File: config.mk
export PLATFORM = sky130hd
export DESIGN_NAME = lvl8_irq_arb
export DESIGN_NICKNAME = d
export VERILOG_FILES = /design/src/rtl/vic_pkg.sv /design/src/rtl/vic_src_map.sv /design/src/rtl/vic_prio_enc.sv /design/src/rtl/vic_state.sv /design/src/rtl/lvl8_irq_arb.sv
export SDC_FILE = /design/constraint.sdc
export NUM_CORES = 1
export LEC_CHECK = 0
export CAP_MARGIN = 20
export CORE_MARGIN = 4
export CORE_UTILIZATION = 40
export DETAILED_ROUTE_END_ITERATION = 8
export PLACE_DENSITY = 0.85
export SKIP_LAST_GASP = 1
export SLEW_MARGIN = 40
export SYNTH_ARGS = -nofsm -noshare
export SYNTH_HDL_FRONTEND = slang
export SYNTH_SLANG_ARGS = --single-unit
File: constraint.sdc
create_clock -name clk -period 2.27 [get_ports clk]
set_clock_uncertainty 0.05 [all_clocks]
set_input_delay 0.3405 -clock clk [delete_from_list [all_inputs] [get_ports clk]]
set_output_delay 0.3405 -clock clk [all_outputs]
set_load 0.005 [all_outputs]
File: src/rtl/vic_pkg.sv
// Shared constants and types for the eight-level interrupt controller.
// Assumes a fixed count of eight priority levels; the source count is a
// parameter of the modules that use it.
package vic_pkg;
    localparam int N_LVL = 8;
    localparam int LVL_W = $clog2(N_LVL);
    typedef logic [LVL_W-1:0] lvl_t;
    typedef logic [N_LVL-1:0] lvl_vec_t;
endpackage

File: src/rtl/vic_src_map.sv
// Maps source and software requests onto a per-level set vector.
// Assumes requests are single-cycle strobes; masked sources contribute
// nothing, and the software interrupt ignores the masks.
module vic_src_map
    import vic_pkg::*;
#(
    parameter int N_SRC = 6
) (
    input  logic [N_SRC-1:0]       src_req,
    input  logic [N_SRC-1:0]       src_mask,
    input  logic [N_SRC*LVL_W-1:0] src_level,
    input  logic                   sw_req,
    input  lvl_t                   sw_level,
    output lvl_vec_t               set_vec
);
    logic [N_SRC-1:0] live;

    // Qualify each source strobe by its mask bit.
    assign live = src_req & ~src_mask;

    // Build the set vector: one OR-tree per level over matching sources.
    genvar g;
    generate
        for (g = 0; g < N_LVL; g++) begin : g_lvl
            logic hit;
            always_comb begin
                hit = sw_req && (sw_level == lvl_t'(g));
                for (int s = 0; s < N_SRC; s++) begin
                    if (live[s] && (src_level[s*LVL_W +: LVL_W] == lvl_t'(g)))
                        hit = 1'b1;
                end
            end
            assign set_vec[g] = hit;
        end
    endgenerate
endmodule

File: src/rtl/vic_prio_enc.sv
// Highest-set-bit priority encoder.
// Assumes the upper bit index is the more urgent one; idx is zero when
// no bit is set and any is low.
module vic_prio_enc #(
    parameter int W  = 8,
    parameter int IW = $clog2(W)
) (
    input  logic [W-1:0]  in_vec,
    output logic          any,
    output logic [IW-1:0] idx
);
    // Scan upward so the last (highest) set bit is kept.
    always_comb begin
        any = 1'b0;
        idx = '0;
        for (int i = 0; i < W; i++) begin
            if (in_vec[i]) begin
                any = 1'b1;
                idx = IW'(i);
            end
        end
    end
endmodule

File: src/rtl/vic_state.sv
// Pending and in-service level registers.
// Assumes take and drop refer to different levels in any one cycle. A new
// set wins over a clear of the same pending bit.
module vic_state
    import vic_pkg::*;
(
    input  logic     clk,
    input  logic     rst_n,
    input  lvl_vec_t set_vec,
    input  logic     take,
    input  lvl_t     take_lvl,
    input  logic     drop,
    input  lvl_t     drop_lvl,
    output lvl_vec_t pend_q,
    output lvl_vec_t insvc_q
);
    lvl_vec_t take_mask;
    lvl_vec_t drop_mask;

    // Decode the taken and dropped levels into one-hot masks.
    always_comb begin
        take_mask = '0;
        drop_mask = '0;
        for (int i = 0; i < N_LVL; i++) begin
            if (take && (take_lvl == lvl_t'(i))) take_mask[i] = 1'b1;
            if (drop && (drop_lvl == lvl_t'(i))) drop_mask[i] = 1'b1;
        end
    end

    // Update the pending and in-service sets each clock.
    always_ff @(posedge clk) begin
        if (!rst_n) begin
            pend_q  <= '0;
            insvc_q <= '0;
        end else begin
            pend_q  <= (pend_q & ~take_mask) | set_vec;
            insvc_q <= (insvc_q & ~drop_mask) | take_mask;
        end
    end
endmodule

File: src/rtl/lvl8_irq_arb.sv
// Eight-level vectored interrupt arbiter.
// Gathers masked source requests and a software request into per-level
// pending bits. It presents the highest pending level above the current
// service level while the global enable is set, and tracks nested service.
// Assumes irq_ack and svc_done are never high in the same cycle.
module lvl8_irq_arb
    import vic_pkg::*;
#(
    parameter int               N_SRC      = 6,
    parameter int               VEC_W      = 12,
    parameter logic [VEC_W-1:0] VEC_BASE   = 12'h040,
    parameter int               VEC_STRIDE = 8
) (
    input  logic                   clk,
    input  logic                   rst_n,
    input  logic [N_SRC-1:0]       src_req,
    input  logic [N_SRC-1:0]       src_mask,
    input  logic [N_SRC*LVL_W-1:0] src_level,
    input  logic                   sw_req,
    input  logic [LVL_W-1:0]       sw_level,
    input  logic                   gie,
    input  logic                   irq_ack,
    input  logic                   svc_done,
    output logic                   irq,
    output logic [LVL_W-1:0]       irq_lvl,
    output logic [VEC_W-1:0]       vec
);
    lvl_vec_t set_vec;
    lvl_vec_t pend_q;
    lvl_vec_t insvc_q;
    logic     pend_any;
    lvl_t     win_lvl;
    logic     svc_any;
    lvl_t     svc_lvl;
    logic     take;

    vic_src_map #(.N_SRC(N_SRC)) u_map (
        .src_req  (src_req),
        .src_mask (src_mask),
        .src_level(src_level),
        .sw_req   (sw_req),
        .sw_level (sw_level),
        .set_vec  (set_vec)
    );

    vic_prio_enc #(.W(N_LVL), .IW(LVL_W)) u_pend_enc (
        .in_vec(pend_q),
        .any   (pend_any),
        .idx   (win_lvl)
    );

    vic_prio_enc #(.W(N_LVL), .IW(LVL_W)) u_svc_enc (
        .in_vec(insvc_q),
        .any   (svc_any),
        .idx   (svc_lvl)
    );

    // Request the CPU only for an enabled winner above the service level.
    always_comb begin
        irq  = gie && pend_any && (!svc_any || (win_lvl > svc_lvl));
        take = irq && irq_ack;
    end

    vic_state u_state (
        .clk     (clk),
        .rst_n   (rst_n),
        .set_vec (set_vec),
        .take    (take),
        .take_lvl(win_lvl),
        .drop    (svc_done && svc_any),
        .drop_lvl(svc_lvl),
        .pend_q  (pend_q),
        .insvc_q (insvc_q)
    );

    // Form the level and vector outputs from the winning level.
    assign irq_lvl = win_lvl;
    assign vec     = VEC_BASE + VEC_W'(win_lvl) * VEC_W'(VEC_STRIDE);
endmodule

; ---- Word-level counts from Yosys, hierarchy flattened
; Index checks and enable logic that the tools add are counted.
[totals]
reg_bits = 16
in_bits = 39
out_inout_bits = 16
word_cells = 256
[classes]
n_addsub = 1
order_cmp = 1
n_eq_ne = 63
muxes = 94
n_bitwise = 8
n_reduce_logical = 87
[ops]
columns = operator, count
row1 = == test 3 bit (second input constant), 36
row2 = two-way mux 1 bit, 82
row3 = logical AND 1 bit, 76
row4 = == test 3 x 2 -> 1 bit (second input constant), 18
row5 = == test 3 x 1 -> 1 bit (second input constant), 9
row6 = logical NOT 3 bit, 9
row7 = two-way mux 3 bit, 8
row8 = AND 8 bit, 2
row9 = NOT 8 bit, 2
row10 = OR 8 bit, 2
row11 = adder 7 x 6 -> 8 bit (first input constant), 1
row12 = two-way mux 2 bit, 4
row13 = AND 6 bit, 1
row14 = NOT 6 bit, 1
row15 = > comparator 3 bit, 1
row16 = logical NOT 1 bit, 1
row17 = logical OR 1 bit, 1

; ---- Longest topological paths before layout
[depth]
word_depth = 17
depth_mapped = 11
depth_no_buf = 11

; ---- Modules after synthesis
; Synthesis repeated with hierarchy kept, for this count alone.
[hier_totals]
hier_cells = 227
area_unflattened_um2 = 1647.8
[by_module_without_submodules]
columns = module, instances, cells_per_inst, area_each_um2
row1 = vic_state, 1, 74, 713.2
row2 = vic_src_map, 1, 99, 611.8
row3 = lvl8_irq_arb, 1, 30, 207.7
row4 = vic_prio_enc, 2, 12, 57.6

; ---- Least setup slack after synthesis
; No wires, ideal clock.
[synth_path]
kind = reg2out
start = register u_state.pend_q[6]
end = output port irq
t_arrival_ns = 2.066
slack_ns = -0.186
path_stages_with_launch = 7
n_path_buf = 1
cell_sequence = dfxtp_1 -> or4_1 -> buf_6 -> ha_1 -> o311ai_0 -> o221a_4 -> a211oi_1
[synth_via]
elab_chain_cells = 5
[synth_rtl]
columns = item, line_no
row1 = from (decl), vic_state.sv:14  ; output lvl_vec_t pend_q,
row2 = from (signal assigned), vic_state.sv:36  ; pend_q <= (pend_q & ~take_mask) | set_vec;
row3 = two-way mux 3 bit (2 in a row), vic_prio_enc.sv:17  ; if (in_vec[i]) begin
row4 = via irq_lvl[2], lvl8_irq_arb.sv:25  ; output logic [LVL_W-1:0] irq_lvl,
row5 = > comparator 3 bit, lvl8_irq_arb.sv:60  ; irq = gie && pend_any && (!svc_any || (win_lvl > svc_lvl));
row6 = logical OR 1 bit, lvl8_irq_arb.sv:60
row7 = logical AND 1 bit, lvl8_irq_arb.sv:60
row8 = to (decl), lvl8_irq_arb.sv:24  ; output logic irq,
; The timed path passes the listed nets, and every way through them passes these cells.

; ---- Worst setup path after layout
[layout_path]
start = register u_state.pend_q[1]
end = output port irq
[layout_via]
elab_chain_cells = 10
[layout_rtl]
columns = item, line_no
row1 = two-way mux 1 bit, vic_prio_enc.sv:17
row2 = two-way mux 2 bit (2 in a row), vic_prio_enc.sv:17
row3 = two-way mux 3 bit (4 in a row), vic_prio_enc.sv:17
row4 = > comparator 3 bit, lvl8_irq_arb.sv:60
row5 = logical OR 1 bit, lvl8_irq_arb.sv:60
row6 = logical AND 1 bit *, lvl8_irq_arb.sv:60
; Mark *: on every way between the ends. The rest lies on a longest branch, timed or not.

==> results.cfg <==
[run_status]
outcome = complete, but fails checks
violations = setup timing

[timing]
rsz0062_at_grt = yes
layout_setup_ws_ns = -0.3296
hold_viol = 0
min_period_ns = 2.600
fin_setup_tns_ns = -3.011
setup_violations = 16
period_share_pct = 114.5
fmax_mhz = 384.7
slew_violations = 0

[finish]
drive_gt1_share_pct = 24.52
n_antenna_cell = 0
final_cell_mix = buf_4 (49), clkdlybuf4s50_1 (44), nand2_1 (18)
final_net_count = 353
layout.cells.most_common = buf_4
final_cells = 360
fin_util_pct = 64.15
syn2layout_area_growth_pct = 54.09

[global_routing]
grt_max_degree = 16
antenna_found_initial = 0
grt.overflow.total = 0
grt_pass1_wl_um = 8818
grt_pass1_vias = 1934
track_usage_pct = 21.23

[setup_path]
startpoint_type = register
cp-startpoint = u_state.pend_q[1]$_SDFF_PN0_
critPathKind = register to output port
r2r_setup_slack_ns = -0.28
crit_required_ns = 1.88
endpoint_kind = output port
reg2reg_from = u_state.pend_q[1]$_SDFF_PN0_
crit_arrival_ns = 2.21
crit_fanout = 2
reg2reg_depth = 12
rr_endpoint = u_state.insvc_q[3]$_SDFF_PN0_

[flow_run]
cap_violations = 0

[floorplan]
rows = 23
die_h_um = 72.53
core-area_um2 = 4000
die_area_um2 = 5260
die_w_um = 72.53
ioPinCount = 55
start_util_pct = 41.63

[yosys]
synth-edff-count = 0
synth_top_family_by_area = simple AND/OR/NAND/NOR gates
synthMuxAreaShare_pct = 0
synthFlopType = dfxtp_1
synthAdderAreaFrac_pct = 1.503
synth_compound_area_share_pct = 26.82
synth.distinct_cells = 54
syn_avg_cell_area_um2 = 7.536
postSynthCellCount = 221
ys_ff_latch = 16
yosysWarnings = 0
synthSimpleGateAreaFrac_pct = 42.98
seq_area_frac_synth_pct = 19.23
synth_async_sr_flop_share_pct = 0
syn_area_um2 = 1665
synth_xor_area_share_pct = 0

[cts]
cts_tree = built
clkTransAtPathRegs_ns = 0.06
cts_root_buf = clkbuf_8
cts_inserted_buffers = 3
cts_max_path_buffers = 2
cts.sinks = 16
htree_levels = 1
postCtsHoldBufs = 0
clk_latency_ns = 0.25

[power]
p_leak_nw = 0.9897
p_total_mw = 1.225
power.density_nw_per_um2 = 477.5
ir_drop_mv = 0.2475

[min_path]
min_to = u_state.insvc_q[0]$_SDFF_PN0_
min_path_type = register to register
hold_path_depth = 2
min_from = u_state.insvc_q[0]$_SDFF_PN0_

[route]
remaining_drc_errors = 0
via_per_inst = 5.750
wire_per_inst_um = 15.59
firstDrtPassIters = 5
routed_wirelength_um = 5611
vias = 2070
drt_iter0_markers = 203
ant_nets = 0

[place]
placed_cells = 354
hpwl_um = 4412
port_buffers = 45
dp_slack_ns = -0.5462
routabilityCongestion = 0.9797
## worst max-delay path, stage by stage, from the launching register on
cell and delay [ns]:
dfxtp_1 0.41, nand2b_4 0.08, a21oi_4 0.16, nor2_2 0.07, nor2_2 0.12, nor2_1 0.05
ha_1 0.30, nor2_2 0.11, a211oi_1 0.07, o221a_4 0.28, a211oi_2 0.17, buf_2 0.14
## Yosys cell counts (4+ instances only)
| cell type | n | area (µm²) |
|---|---|---|
| nor2_1 | 18 | 67.56 |
| a32o_1 | 4 | 40.04 |
| nand2b_1 | 9 | 56.30 |
| nand3_1 | 10 | 50.05 |
| nor3_1 | 12 | 60.06 |
| dfxtp_1 | 16 | 320.3 |
| nor4_1 | 4 | 25.02 |
| buf_4 | 12 | 90.09 |
| inv_1 | 10 | 37.54 |
| o31ai_1 | 5 | 37.54 |
| nor3b_1 | 15 | 112.6 |
| a21oi_1 | 8 | 40.04 |
| nand3b_1 | 13 | 97.59 |
| a22oi_1 | 4 | 30.03 |
| o22ai_1 | 5 | 31.28 |
| o21ai_0 | 5 | 25.02 |
| nand2_1 | 18 | 67.56 |
## per-layer routing
| metal | GRT usage (%) | up-vias | share of wire [%] |
|---|---|---|---|
| met3 | 3.878 | 20 | 9.6 |
| met1 | 27.55 | 938 | 41 |
| li1 | - | 1004 | - |
| met2 | 34.97 | 108 | 46 |
| met4 | 7.582 | 0 | 3.1 |
| met5 | 0 | - | 0 |
## what timing repair did
item / CTS / global route
buffers inserted: 2 / 1
pin swaps: 8 / 3
endpoints found under the hold margin: 0 / 0
gates resized for setup: 9 / 4
endpoints found under the setup margin: 17 / 21
## layout make-up
type	count	area, µm²
Inverter	11	41.29
Timing Repair Buffer	94	813.3
Clock buffer	3	41.29
Fill cell	344	1434
Tap cell	50	62.56
Sequential cell	16	321.6
Multi-Input combinational cell	186	1286
## registers in the layout, summed over array words and instances (netlist names)
signal	count
u_state.insvc_q	8
u_state.pend_q	8
## report_power, final
group / total [mW] / leakage [nW] / internal [mW] / switching, mW
Combinational: 0.691 / 0.837 / 0.370 / 0.321
Clock: 0.211 / 0.0216 / 0.118 / 0.0937
Sequential: 0.323 / 0.131 / 0.305 / 0.0181
## stage by stage
| stage | instance area [µm²] | hold WS (ns) |
|---|---|---|
| floorplan | 1715 | 0.3891 |
| global placement | 2465 | 0.4218 |
| global route | 2566 | 0.4708 |
| detailed placement | 2465 | 0.4270 |
| CTS | 2539 | 0.4388 |
| finish | 2566 | 0.4348 |
## how the worst max path moves through the flow
stage                                     to  slack, ns  cells past startpoint
6_report                                 irq      -0.33                     11
5_1_grt                                  irq      -0.49                     11
4_1_cts                                  irq      -0.30                     11
3_5_place_dp                             irq      -0.55                     11
3_3_place_gp                             irq      -0.46                     11
2_1_floorplan  u_state.insvc_q[5]$_SDFF_PN0_      -0.02                      7
## cell families after synthesis
group                    after synthesis
AND/OR/NAND/NOR                      120
AO/OA/AOI/OAI                         55
buffers and inverters                 26
flip-flops                            16
adder cells (fa/ha/maj)                2
other                                  2
No activity file was read; power rests on OpenSTA's default activity.
